File: src/rtl/eprom_seq_pkg.sv
package eprom_seq_pkg;

   typedef enum logic [2:0] {
      S_CMD,
      S_ADL,
      S_ADH,
      S_MAIN,
      S_STAT,
      S_CRCL,
      S_CRCH,
      S_DEAD
   } seq_state_t;

   typedef enum logic [1:0] {
      K_ONES,
      K_DATA,
      K_CRCL,
      K_CRCH
   } out_kind_t;

   localparam logic [7:0] CMD_MAIN = 8'hF0;
   localparam logic [7:0] CMD_STAT = 8'hAA;
   localparam logic [7:0] FILL     = 8'hFF;

endpackage

File: src/rtl/eprom_crc16.sv
module eprom_crc16 #(
   parameter logic [15:0] POLY_R = 16'hA001,
   parameter logic [15:0] INIT   = 16'h0000,
   parameter int          DW     = 8
) (
   input  logic          clk,
   input  logic          rst_n,
   input  logic          clr,
   input  logic          upd,
   input  logic [DW-1:0] din,
   output logic [15:0]   crc
);

   logic [DW:0][15:0] chain;

   assign chain[0] = crc;

   // one reflected shift stage per input bit, bit 0 first
   for (genvar gi = 0; gi < DW; gi++) begin : g_bit
      assign chain[gi+1] = (chain[gi][0] ^ din[gi]) ? ((chain[gi] >> 1) ^ POLY_R)
                                                    : (chain[gi] >> 1);
   end

   always_ff @(posedge clk) begin
      if (!rst_n)   crc <= INIT;
      else if (clr) crc <= INIT;
      else if (upd) crc <= chain[DW];
   end

endmodule

File: src/rtl/eprom_pattern_rom.sv
module eprom_pattern_rom #(
   parameter int         AW   = 13,
   parameter logic [7:0] SEED = 8'h5A,
   parameter logic [7:0] MULT = 8'd29
) (
   input  logic          clk,
   input  logic          rst_n,
   input  logic          en,
   input  logic [AW-1:0] addr,
   output logic [7:0]    q
);

   logic [7:0] low8;
   logic [7:0] hi8;
   logic [7:0] prod8;

   if (AW >= 8) begin : g_low_full
      assign low8 = addr[7:0];
   end else begin : g_low_ext
      assign low8 = {{(8-AW){1'b0}}, addr};
   end

   if (AW > 8) begin : g_fold
      assign hi8 = {{(16-AW){1'b0}}, addr[AW-1:8]};
   end else begin : g_nofold
      assign hi8 = 8'h00;
   end

   assign prod8 = low8 * MULT;

   always_ff @(posedge clk) begin
      if (!rst_n)  q <= 8'h00;
      else if (en) q <= prod8 ^ hi8 ^ SEED;
   end

   initial begin
      if (AW < 1 || AW > 16) $error("pattern array width out of range");
   end

endmodule

File: src/rtl/eprom_seq_ctrl.sv
module eprom_seq_ctrl
   import eprom_seq_pkg::*;
#(
   parameter int MAIN_AW = 13,
   parameter int STAT_AW = 6,
   parameter int PAGE_AW = 3
) (
   input  logic               clk,
   input  logic               rst_n,
   input  logic               bus_rst,
   input  logic               rx_valid,
   input  logic [7:0]         rx_byte,
   input  logic               tx_req,
   output logic               main_en,
   output logic [MAIN_AW-1:0] main_a,
   output logic               stat_en,
   output logic [STAT_AW-1:0] stat_a,
   output out_kind_t          kind_q,
   output logic               src_stat_q,
   output logic               restart_q,
   output logic               pend_q,
   output logic               crc_rx_upd
);

   localparam logic [MAIN_AW-1:0] MAIN_LAST = '1;
   localparam logic [STAT_AW-1:0] STAT_LAST = '1;
   localparam logic [PAGE_AW-1:0] PAGE_END  = '1;

   seq_state_t st_q;
   logic       flow_stat_q;
   logic       last_pg_q;
   logic [7:0] adl_q;
   logic       issue;
   out_kind_t  kind_d;

   assign issue = tx_req & ~bus_rst;

   always_comb begin
      case (st_q)
         S_MAIN, S_STAT: kind_d = K_DATA;
         S_CRCL:         kind_d = K_CRCL;
         S_CRCH:         kind_d = K_CRCH;
         default:        kind_d = K_ONES;
      endcase
   end

   assign main_en    = issue && (st_q == S_MAIN);
   assign stat_en    = issue && (st_q == S_STAT);
   assign crc_rx_upd = rx_valid && !bus_rst &&
                       ((st_q == S_CMD) || (st_q == S_ADL) || (st_q == S_ADH));

   always_ff @(posedge clk) begin
      if (!rst_n) begin
         st_q        <= S_CMD;
         flow_stat_q <= 1'b0;
         last_pg_q   <= 1'b0;
         adl_q       <= 8'h00;
         main_a      <= '0;
         stat_a      <= '0;
         kind_q      <= K_ONES;
         src_stat_q  <= 1'b0;
         restart_q   <= 1'b0;
         pend_q      <= 1'b0;
      end else if (bus_rst) begin
         st_q        <= S_CMD;
         flow_stat_q <= 1'b0;
         last_pg_q   <= 1'b0;
         restart_q   <= 1'b0;
         pend_q      <= 1'b0;
         kind_q      <= K_ONES;
      end else begin
         pend_q <= issue;
         if (issue) begin
            kind_q     <= kind_d;
            src_stat_q <= (st_q == S_STAT);
            restart_q  <= 1'b0;
         end
         case (st_q)
            S_CMD: begin
               if (rx_valid) begin
                  if (rx_byte == CMD_MAIN) begin
                     flow_stat_q <= 1'b0;
                     st_q        <= S_ADL;
                  end else if (rx_byte == CMD_STAT) begin
                     flow_stat_q <= 1'b1;
                     st_q        <= S_ADL;
                  end else begin
                     st_q <= S_DEAD;
                  end
               end
            end
            S_ADL: begin
               if (rx_valid) begin
                  adl_q <= rx_byte;
                  st_q  <= S_ADH;
               end
            end
            S_ADH: begin
               if (rx_valid) begin
                  main_a <= MAIN_AW'({rx_byte, adl_q});
                  stat_a <= STAT_AW'({rx_byte, adl_q});
                  st_q   <= flow_stat_q ? S_STAT : S_MAIN;
               end
            end
            S_MAIN: begin
               if (issue) begin
                  if (main_a == MAIN_LAST) st_q <= S_CRCL;
                  else                     main_a <= main_a + 1'b1;
               end
            end
            S_STAT: begin
               if (issue) begin
                  stat_a <= stat_a + 1'b1;
                  if (stat_a[PAGE_AW-1:0] == PAGE_END) begin
                     st_q      <= S_CRCL;
                     last_pg_q <= (stat_a == STAT_LAST);
                  end
               end
            end
            S_CRCL: begin
               if (issue) st_q <= S_CRCH;
            end
            S_CRCH: begin
               if (issue) begin
                  if (flow_stat_q && !last_pg_q) begin
                     st_q      <= S_STAT;
                     restart_q <= 1'b1;
                  end else begin
                     st_q <= S_DEAD;
                  end
               end
            end
            default: ;
         endcase
      end
   end

   // request windows never arrive back to back
   p_req_gap_r3: assert property (@(posedge clk) disable iff (!rst_n)
      tx_req |=> !tx_req);

   // main check phase starts only once the final address was served
   p_main_end_r5: assert property (@(posedge clk) disable iff (!rst_n)
      (st_q == S_CRCL && !flow_stat_q) |-> (main_a == MAIN_LAST));

   // status check phase starts only at a page boundary
   p_page_end_r7: assert property (@(posedge clk) disable iff (!rst_n)
      (st_q == S_CRCL && flow_stat_q) |-> (stat_a[PAGE_AW-1:0] == '0));

   // the dead state swallows everything but a bus reset
   p_dead_hold_r10: assert property (@(posedge clk) disable iff (!rst_n)
      (st_q == S_DEAD && !bus_rst) |=> (st_q == S_DEAD));

endmodule

File: src/rtl/eprom_rd_seq.sv
module eprom_rd_seq
   import eprom_seq_pkg::*;
#(
   parameter int         MAIN_AW   = 13,
   parameter int         STAT_AW   = 6,
   parameter int         PAGE_AW   = 3,
   parameter logic [7:0] MAIN_SEED = 8'h5A,
   parameter logic [7:0] STAT_SEED = 8'hC3,
   parameter logic [7:0] PAT_MULT  = 8'd29
) (
   input  logic       clk,
   input  logic       rst_n,
   input  logic       bus_rst,
   input  logic       rx_valid,
   input  logic [7:0] rx_byte,
   input  logic       tx_req,
   output logic       tx_valid,
   output logic [7:0] tx_byte
);

   if (MAIN_AW < 1 || MAIN_AW > 16) begin : g_chk_main
      $error("MAIN_AW must lie in 1..16");
   end
   if (STAT_AW < PAGE_AW || STAT_AW > 16) begin : g_chk_stat
      $error("STAT_AW must lie in PAGE_AW..16");
   end
   if (PAGE_AW < 1) begin : g_chk_page
      $error("PAGE_AW must be positive");
   end

   logic               main_en, stat_en;
   logic [MAIN_AW-1:0] main_a;
   logic [STAT_AW-1:0] stat_a;
   out_kind_t          kind_q;
   logic               src_stat_q, restart_q, pend_q, crc_rx_upd;
   logic [7:0]         main_q, stat_q, data_b, byte_d, crc_din;
   logic [15:0]        crc_q;
   logic               crc_clr, crc_upd;

   eprom_seq_ctrl #(
      .MAIN_AW(MAIN_AW),
      .STAT_AW(STAT_AW),
      .PAGE_AW(PAGE_AW)
   ) u_ctrl (
      .clk       (clk),
      .rst_n     (rst_n),
      .bus_rst   (bus_rst),
      .rx_valid  (rx_valid),
      .rx_byte   (rx_byte),
      .tx_req    (tx_req),
      .main_en   (main_en),
      .main_a    (main_a),
      .stat_en   (stat_en),
      .stat_a    (stat_a),
      .kind_q    (kind_q),
      .src_stat_q(src_stat_q),
      .restart_q (restart_q),
      .pend_q    (pend_q),
      .crc_rx_upd(crc_rx_upd)
   );

   eprom_pattern_rom #(.AW(MAIN_AW), .SEED(MAIN_SEED), .MULT(PAT_MULT)) u_main (
      .clk(clk), .rst_n(rst_n), .en(main_en), .addr(main_a), .q(main_q));

   eprom_pattern_rom #(.AW(STAT_AW), .SEED(STAT_SEED), .MULT(PAT_MULT)) u_stat (
      .clk(clk), .rst_n(rst_n), .en(stat_en), .addr(stat_a), .q(stat_q));

   assign data_b  = src_stat_q ? stat_q : main_q;
   assign crc_clr = bus_rst || (pend_q && kind_q == K_CRCH && restart_q);
   assign crc_upd = crc_rx_upd || (pend_q && kind_q == K_DATA);
   assign crc_din = crc_rx_upd ? rx_byte : data_b;

   eprom_crc16 #(.POLY_R(16'hA001), .INIT(16'h0000), .DW(8)) u_crc (
      .clk(clk), .rst_n(rst_n), .clr(crc_clr), .upd(crc_upd),
      .din(crc_din), .crc(crc_q));

   always_comb begin
      case (kind_q)
         K_DATA:  byte_d = data_b;
         K_CRCL:  byte_d = ~crc_q[7:0];
         K_CRCH:  byte_d = ~crc_q[15:8];
         default: byte_d = FILL;
      endcase
   end

   always_ff @(posedge clk) begin
      if (!rst_n) begin
         tx_valid <= 1'b0;
         tx_byte  <= FILL;
      end else if (bus_rst) begin
         tx_valid <= 1'b0;
      end else begin
         tx_valid <= pend_q;
         if (pend_q) tx_byte <= byte_d;
      end
   end

   // every accepted request is answered two edges later
   p_reply_latency_r3: assert property (@(posedge clk) disable iff (!rst_n)
      (tx_req && !bus_rst ##1 !bus_rst) |=> tx_valid);

   // a reply strobe lasts a single cycle
   p_reply_pulse_r3: assert property (@(posedge clk) disable iff (!rst_n)
      tx_valid |=> !tx_valid);

   // bus reset leaves a cleared generator and no reply
   p_bus_reset_r1: assert property (@(posedge clk) disable iff (!rst_n)
      $past(bus_rst) |-> (crc_q == 16'h0000 && !tx_valid));

   // the generator is frozen while the high check byte is formed
   p_crc_frozen_r5: assert property (@(posedge clk) disable iff (!rst_n)
      (pend_q && kind_q == K_CRCH && !$past(bus_rst)) |-> $stable(crc_q));

endmodule

File: config.mk
export PLATFORM = sky130hd
export DESIGN_NAME = eprom_rd_seq
export DESIGN_NICKNAME = d
export VERILOG_FILES = /design/src/rtl/eprom_seq_pkg.sv /design/src/rtl/eprom_crc16.sv /design/src/rtl/eprom_pattern_rom.sv /design/src/rtl/eprom_seq_ctrl.sv /design/src/rtl/eprom_rd_seq.sv
export SDC_FILE = /design/constraint.sdc
export NUM_CORES = 1
export LEC_CHECK = 0
export BUFFER_PORTS_ARGS = -buffer_cell sky130_fd_sc_hd__buf_2
export CORE_UTILIZATION = 50
export CTS_CLUSTER_DIAMETER = 120
export DETAILED_ROUTE_END_ITERATION = 10
export PLACE_DENSITY = 0.67
export SLEW_MARGIN = 20
export SYNTH_ARGS = -nofsm -noshare
export SYNTH_HDL_FRONTEND = slang
export SYNTH_SLANG_ARGS = --single-unit
File: constraint.sdc
create_clock -name clk -period 6.7 [get_ports clk]
set_input_delay 1.34 -clock clk [delete_from_list [all_inputs] [get_ports clk]]
set_output_delay 1.34 -clock clk [all_outputs]
set_load 0.02 [all_outputs]
### Word level (Yosys, flattened, before mapping)

Cells that the tools add are included.

* bits of input ports: 13
* flip-flop bits (word level): 78
* output and inout port bits: 9
* logic and storage cells: 136

* reductions and logical operators: 30
* add/sub/neg operators: 2
* bitwise gates (word level): 24
* mux-type cells: 39
* eq/ne operators: 24
* multiply operators: 2

Operator list (count)
* 16-bit two-way mux: 8
* 13-bit two-way mux: 3
* 3-bit two-way mux: 12
* 13-bit case mux with 2 select lines: 1
* 2-bit NOT with 3-bit output: 8
* 8-bit case mux with 3 select lines: 1
* 3-bit case mux with 7 select lines: 1
* 8-bit == test (second input constant): 2
* 8-bit two-way mux: 2
* 8-bit NOT: 2
* 13-bit by 1-bit adder with 13-bit output (second input constant): 1
* 13-bit == test (second input constant): 1
* 3-bit == test (second input constant): 4
* 6-bit two-way mux: 2
* 2-bit inequality test (second input constant): 6
* 6-bit case mux with 2 select lines: 1
* 10-bit AND reduction: 1
* 3-bit AND reduction: 3
* 1-bit logical AND: 8
* 6-bit by 5-bit multiplier with 8-bit output (second input constant): 1
* 8-bit by 5-bit multiplier with 8-bit output (second input constant): 1
* 2-bit by 1-bit inequality test with 1-bit output (second input constant): 4
* 4-bit NOT: 2
* 1-bit XOR: 8
* other kinds (21): 38

### Longest topological paths before layout

* depth after elaboration: 21
* depth in mapped cells: 11
* mapped depth without buffers: 11

### Cells and area by module

From an unflattened synthesis, not the netlist that was laid out.

* cell total of the unflattened synthesis: 592
* area, all modules: 5163.7 um^2

By module, submodules not included
* eprom_seq_ctrl: cells an instance 270, seq. area each 740.7 um^2, area an instance 2087.0 um^2, times used 1
* eprom_crc16: cells an instance 93, seq. area each 320.3 um^2, area an instance 917.1 um^2, times used 1
* eprom_rd_seq: cells an instance 89, seq. area each 180.2 um^2, area an instance 745.7 um^2, times used 1
* eprom_pattern_rom (u_main): cells an instance 72, seq. area each 160.2 um^2, area an instance 734.5 um^2, times used 1
* eprom_pattern_rom (u_stat): cells an instance 68, seq. area each 160.2 um^2, area an instance 679.4 um^2, times used 1

### Worst setup path after synthesis

OpenSTA, ideal clock, no wires.

* path kind: input port to flip-flop
* from: input bus_rst
* to: register u_crc.crc[15]
* stages: 8
* required time: 6.621 ns
* buffers on the path: 1
* arrival time: 3.325 ns
* setup time: 0.079 ns
* path slack: 3.296 ns
* cells stage by stage: or3b_1 > buf_2 > a211oi_2 > a211oi_2 > xor2_1 > xnor3_2 > xnor3_1 > a211oi_2

* word-level cells in the longest chain between the ends: 20
* elaborated cells on any way between the ends: 23
* those cells by class: 9 x mux; 8 x bitwise; 6 x reduce/logical

RTL lines
* start, declared: line eprom_rd_seq.sv:13 `input logic bus_rst,`
* 1-bit zero test: line eprom_seq_ctrl.sv:49 `assign crc_rx_upd = rx_valid && !bus_rst &&`
* 1-bit logical AND (2 in a row): line eprom_seq_ctrl.sv:49
* 8-bit two-way mux: line eprom_rd_seq.sv:71 `assign crc_din = crc_rx_upd ? rx_byte : data_b;`
* 1-bit XOR: line eprom_crc16.sv:20 `assign chain[gi+1] = (chain[gi][0] ^ din[gi]) ? ((chain[gi] >> 1) ^ POLY_R)`
* 16-bit two-way mux: line eprom_crc16.sv:20
* 1-bit XOR: line eprom_crc16.sv:20
* 16-bit two-way mux: line eprom_crc16.sv:20
* 1-bit XOR: line eprom_crc16.sv:20
* (+3 left out)
* 1-bit XOR: line eprom_crc16.sv:20
* 16-bit two-way mux: line eprom_crc16.sv:20
* 1-bit XOR: line eprom_crc16.sv:20
* 16-bit two-way mux: line eprom_crc16.sv:20
* 1-bit XOR: line eprom_crc16.sv:20
* 16-bit two-way mux: line eprom_crc16.sv:20
* 1-bit XOR: line eprom_crc16.sv:20
* 16-bit two-way mux: line eprom_crc16.sv:20
* end signal, assigned: line eprom_crc16.sv:27 `else if (upd) crc <= chain[DW];`
* end, declared: line eprom_crc16.sv:11 `output logic [15:0] crc`

Several ways; a longest one is shown, not always the timed one.
A chain may end at the register's enable or synchronous reset.

### Worst setup path after layout

* from: input bus_rst
* to: register u_crc.crc[14]

* word-level cells in the longest chain between the ends: 19
* elaborated cells on any way between the ends: 22
* those cells by class: 9 x mux; 7 x bitwise; 6 x reduce/logical

RTL lines (line)
* 1-bit zero test: eprom_seq_ctrl.sv:49
* 1-bit logical AND (2 in a row): eprom_seq_ctrl.sv:49
* 8-bit two-way mux: eprom_rd_seq.sv:71
* 1-bit XOR: eprom_crc16.sv:20
* 16-bit two-way mux: eprom_crc16.sv:20
* 1-bit XOR: eprom_crc16.sv:20
* 16-bit two-way mux: eprom_crc16.sv:20
* 1-bit XOR: eprom_crc16.sv:20
* 16-bit two-way mux: eprom_crc16.sv:20
* 1-bit XOR: eprom_crc16.sv:20
* 16-bit two-way mux: eprom_crc16.sv:20
* 1-bit XOR: eprom_crc16.sv:20
* 16-bit two-way mux: eprom_crc16.sv:20
* 1-bit XOR: eprom_crc16.sv:20
* 16-bit two-way mux: eprom_crc16.sv:20
* 1-bit XOR: eprom_crc16.sv:20
* 16-bit two-way mux (2 in a row): eprom_crc16.sv:20

Several ways; a longest one is shown, not always the timed one.

==> results.toml <==
[synth]
synthTopCellsByCount = "nand2_1, dfxtp_1, a21oi_1, nor2_1, clkbuf_1"
synth_warnings = 0
synth_cells = 600
synth_most_common_cell = "nand2_1"
syn_nets = 654
async_flop_share_pct = 0
synth_seq_cells = 78
netlist.area_leader.share_pct = 31.6
synth_edf_count = 0
ys_seq_area_share_pct = 31.6
ys_types = 56
synth_ff_type = "dfxtp_1"
synth_area_leader_cell = "dfxtp_1"
syn_area_um2 = 4940
syn_avg_cell_area_um2 = 8.24
ys_top_cells_by_area = "dfxtp_1, ha_1, a21oi_1"

[timing]
grt_setup_unrepaired = "no"
setup_viol = 0
setup_ws_ps = 2970
final-hold-violation-count = 0
tns_ps = 0
worst_pin_slew_ps = 840
max_freq_mhz = 268
relSlewSlack_pct = 43.8
skew_ps = 17.2
finalMaxSlewViolations = 0
whs_ps = 462
layout_min_cycle_time_ps = 3730
fin_crit_sh_pct = 55.6

[power_and_ir_drop]
p_leak_nw = 2.06
powerDensity_nw_per_um2 = 189
seqPwrFrac_pct = 49.0
internal-power_mw = 0.712
clkPwrFrac_pct = 36.2
pwr-share-comb_pct = 14.9
ir_worst_vdd_mv = 0.112
switching_power_mw = 0.284
swShare_pct = 28.6

[setup_path]
cpPeakStageDelay_ps = 590
ff2ff_path_depth = 8
cp_cell_sequence = "buf_2 > nor3b_2 > nand2_2 > a211oi_2 > xor2_1 > xnor3_2 > xnor3_1 > a211oi_2"
criticalPathCategory = "in2reg"
start_kind = "input pin"
crit_top_cell = "a211oi_2"
crit_slowest_cell = "nor3b_2"
cp-startpoint = "bus_rst"
arrival_ps = 4010
timing.rr.start = "u_ctrl.st_q[1]"
path_max_fanout = 12
endpoint_kind = "flop"
cp.required_ps = 6990

[floorplan]
die-area_um2 = 10300
die_y_um = 101
rows = 35
design.core.area_um2 = 9420
pin_count = 22
die_w_um = 101
initial_core_util_pct = 52.5

[grt]
grt_max_degree = 46
track_usage_pct = 25.3
grt_pass1_vias = 3974
overflow = 0
antenna_found_initial = 0
grt_pass1_wl_mm = 20.2

[clocking]
h-tree-depth = 3
clock_latency_ps = 360
cts_sinks = 78
cts_hold_buf = 0
cts_resized = 0
clk_pin_slew_worst_paths_ps = 90
cts_buffer_depth = 2
postCtsSetupBuffers = 0
cts_inserted_buffers = 9
cts_tree = "done"
cts_root_buf = "clkbuf_8"

[detailed_routing]
drc = 0
routed_wl_mm = 12.2
viasPerCell = 5.81
drt_iter0_markers = 182
wl_per_cell_um = 16.6
antenna_left = 0
drtPass1Iterations = 5
num_vias = 4244

[placement]
dp_cells = 715
pre_cts_ws_ps = 2610
dp_hpwl_mm = 9.10
gp_congestion = 0.869
portBuffers = 21

[min_path]
min_path_cells = 2
min_from = "u_stat.q[3]"
hold_class = "reg2reg"

[run_status]
status = "finished clean"

[finish]
antenna_cells = 0
instances_no_fill = 731
final_util_pct = 56.0
layout.nets = 651
multiInputGateArea_um2 = 3140
regArea_um2 = 1560
fillers = 901
drive_gt1_share_pct = 9.97
area_growth_pct = 6.66

[job]
drv_cap = 0
==> cell type report <==
| class | count | share of cell area (%) |
|---|---|---|
| flip-flops and latches | 78 | 29.6 |
| clock buffers | 10 | 2.42 |
| multi-input cells | 460 | 59.6 |
| inverters | 24 | 1.71 |
| repair buffers | 24 | 2.42 |
| clock inverters | 6 | 1.19 |
| well taps | 129 | 3.06 |
==> critical path: cells and delay by family <==
family | cells | cell delay (ps)
AOI/OAI and AO/OA | 2 | 560
xor gates and xnor gates | 3 | 1090
buffers and inverters | 1 | 150
and+or+nand+nor | 2 | 870
==> per-stage QoR <==
stage          cell area (µm²)  power [mW]
3_5_place_dp              5080       0.645
6_report                  5270       0.996
3_3_place_gp              5080       0.642
5_1_grt                   5270        1.03
2_1_floorplan             4940       0.613
4_1_cts                   5270       0.994
==> power by group through the flow <==
stage / Combinational, mW / Clock (mW) / Sequential [mW]
detailed placement: 0.147 / 0 / 0.499
global placement: 0.143 / 0 / 0.498
global route: 0.162 / 0.381 / 0.490
floorplan: 0.120 / 0 / 0.493
CTS: 0.148 / 0.359 / 0.488
finish: 0.148 / 0.360 / 0.488
==> registers in the layout, summed over array words and instances (netlist names), named ones only <==
register            count
u_ctrl.src_stat_q       1
u_ctrl.stat_a           6
u_crc.crc              16
u_stat.q                8
u_ctrl.adl_q            8
u_ctrl.last_pg_q        1
u_ctrl.flow_stat_q      1
u_ctrl.kind_q           2
u_main.q                8
tx_valid                1
tx_byte                 8
u_ctrl.st_q             3
u_ctrl.pend_q           1
u_ctrl.main_a          13
==> placed cells by master, fill, tap and decap left out, types with 3 or more instances in the layout <==
cell        count
a211oi_1       15
a211oi_2        6
a21o_1          5
a21oi_1        71
a221oi_1        9
a311oi_1        7
and2_1          4
and3_1          5
buf_2          21
buf_4           3
clkbuf_8        9
clkinvlp_4      3
dfxtp_1        78
fa_1           11
ha_1           30
inv_1          23
mux2_2          6
mux2i_1         9
nand2_1        92
nand2b_1        5
nand3_1        17
nor2_1         43
nor2b_1         3
nor3_1         14
o21a_1          5
o21ai_0        25
o21ai_1         4
o31ai_1         7
or2_2           3
xnor2_1        28
xnor3_1         5
xor2_1          5
==> metal layers <==
layer | part of all wire (%) | routed length [µm] | vias up | GRT usage (%)
met2 | 47 | 5690 | 104 | 41.4
li1 | - | - | 2096 | -
met4 | 0.78 | 95 | 0 | 6.91
met1 | 48 | 5860 | 2031 | 34.7
met3 | 4.3 | 521 | 13 | 3.86
met5 | 0 | 0 | - | 0
==> logic make-up after synthesis <==
family	count (synthesis)	synth area share (%)
buf+inv	62	4.86
mux	15	3.19
simple gates	196	17.6
fa+ha+maj	41	12.1
compound gates	168	21.7
flops	78	31.6
xor+xnor	40	8.94
==> final timing paths <==
kind,to,slack (ps)
worst max-delay path,u_crc.crc[14],2970
worst min-delay path,u_stat.q[3],460
worst max register to register,u_ctrl.main_a[12],3530
worst min register to register,u_stat.q[3],460
Power figures use the tool's default switching activity.
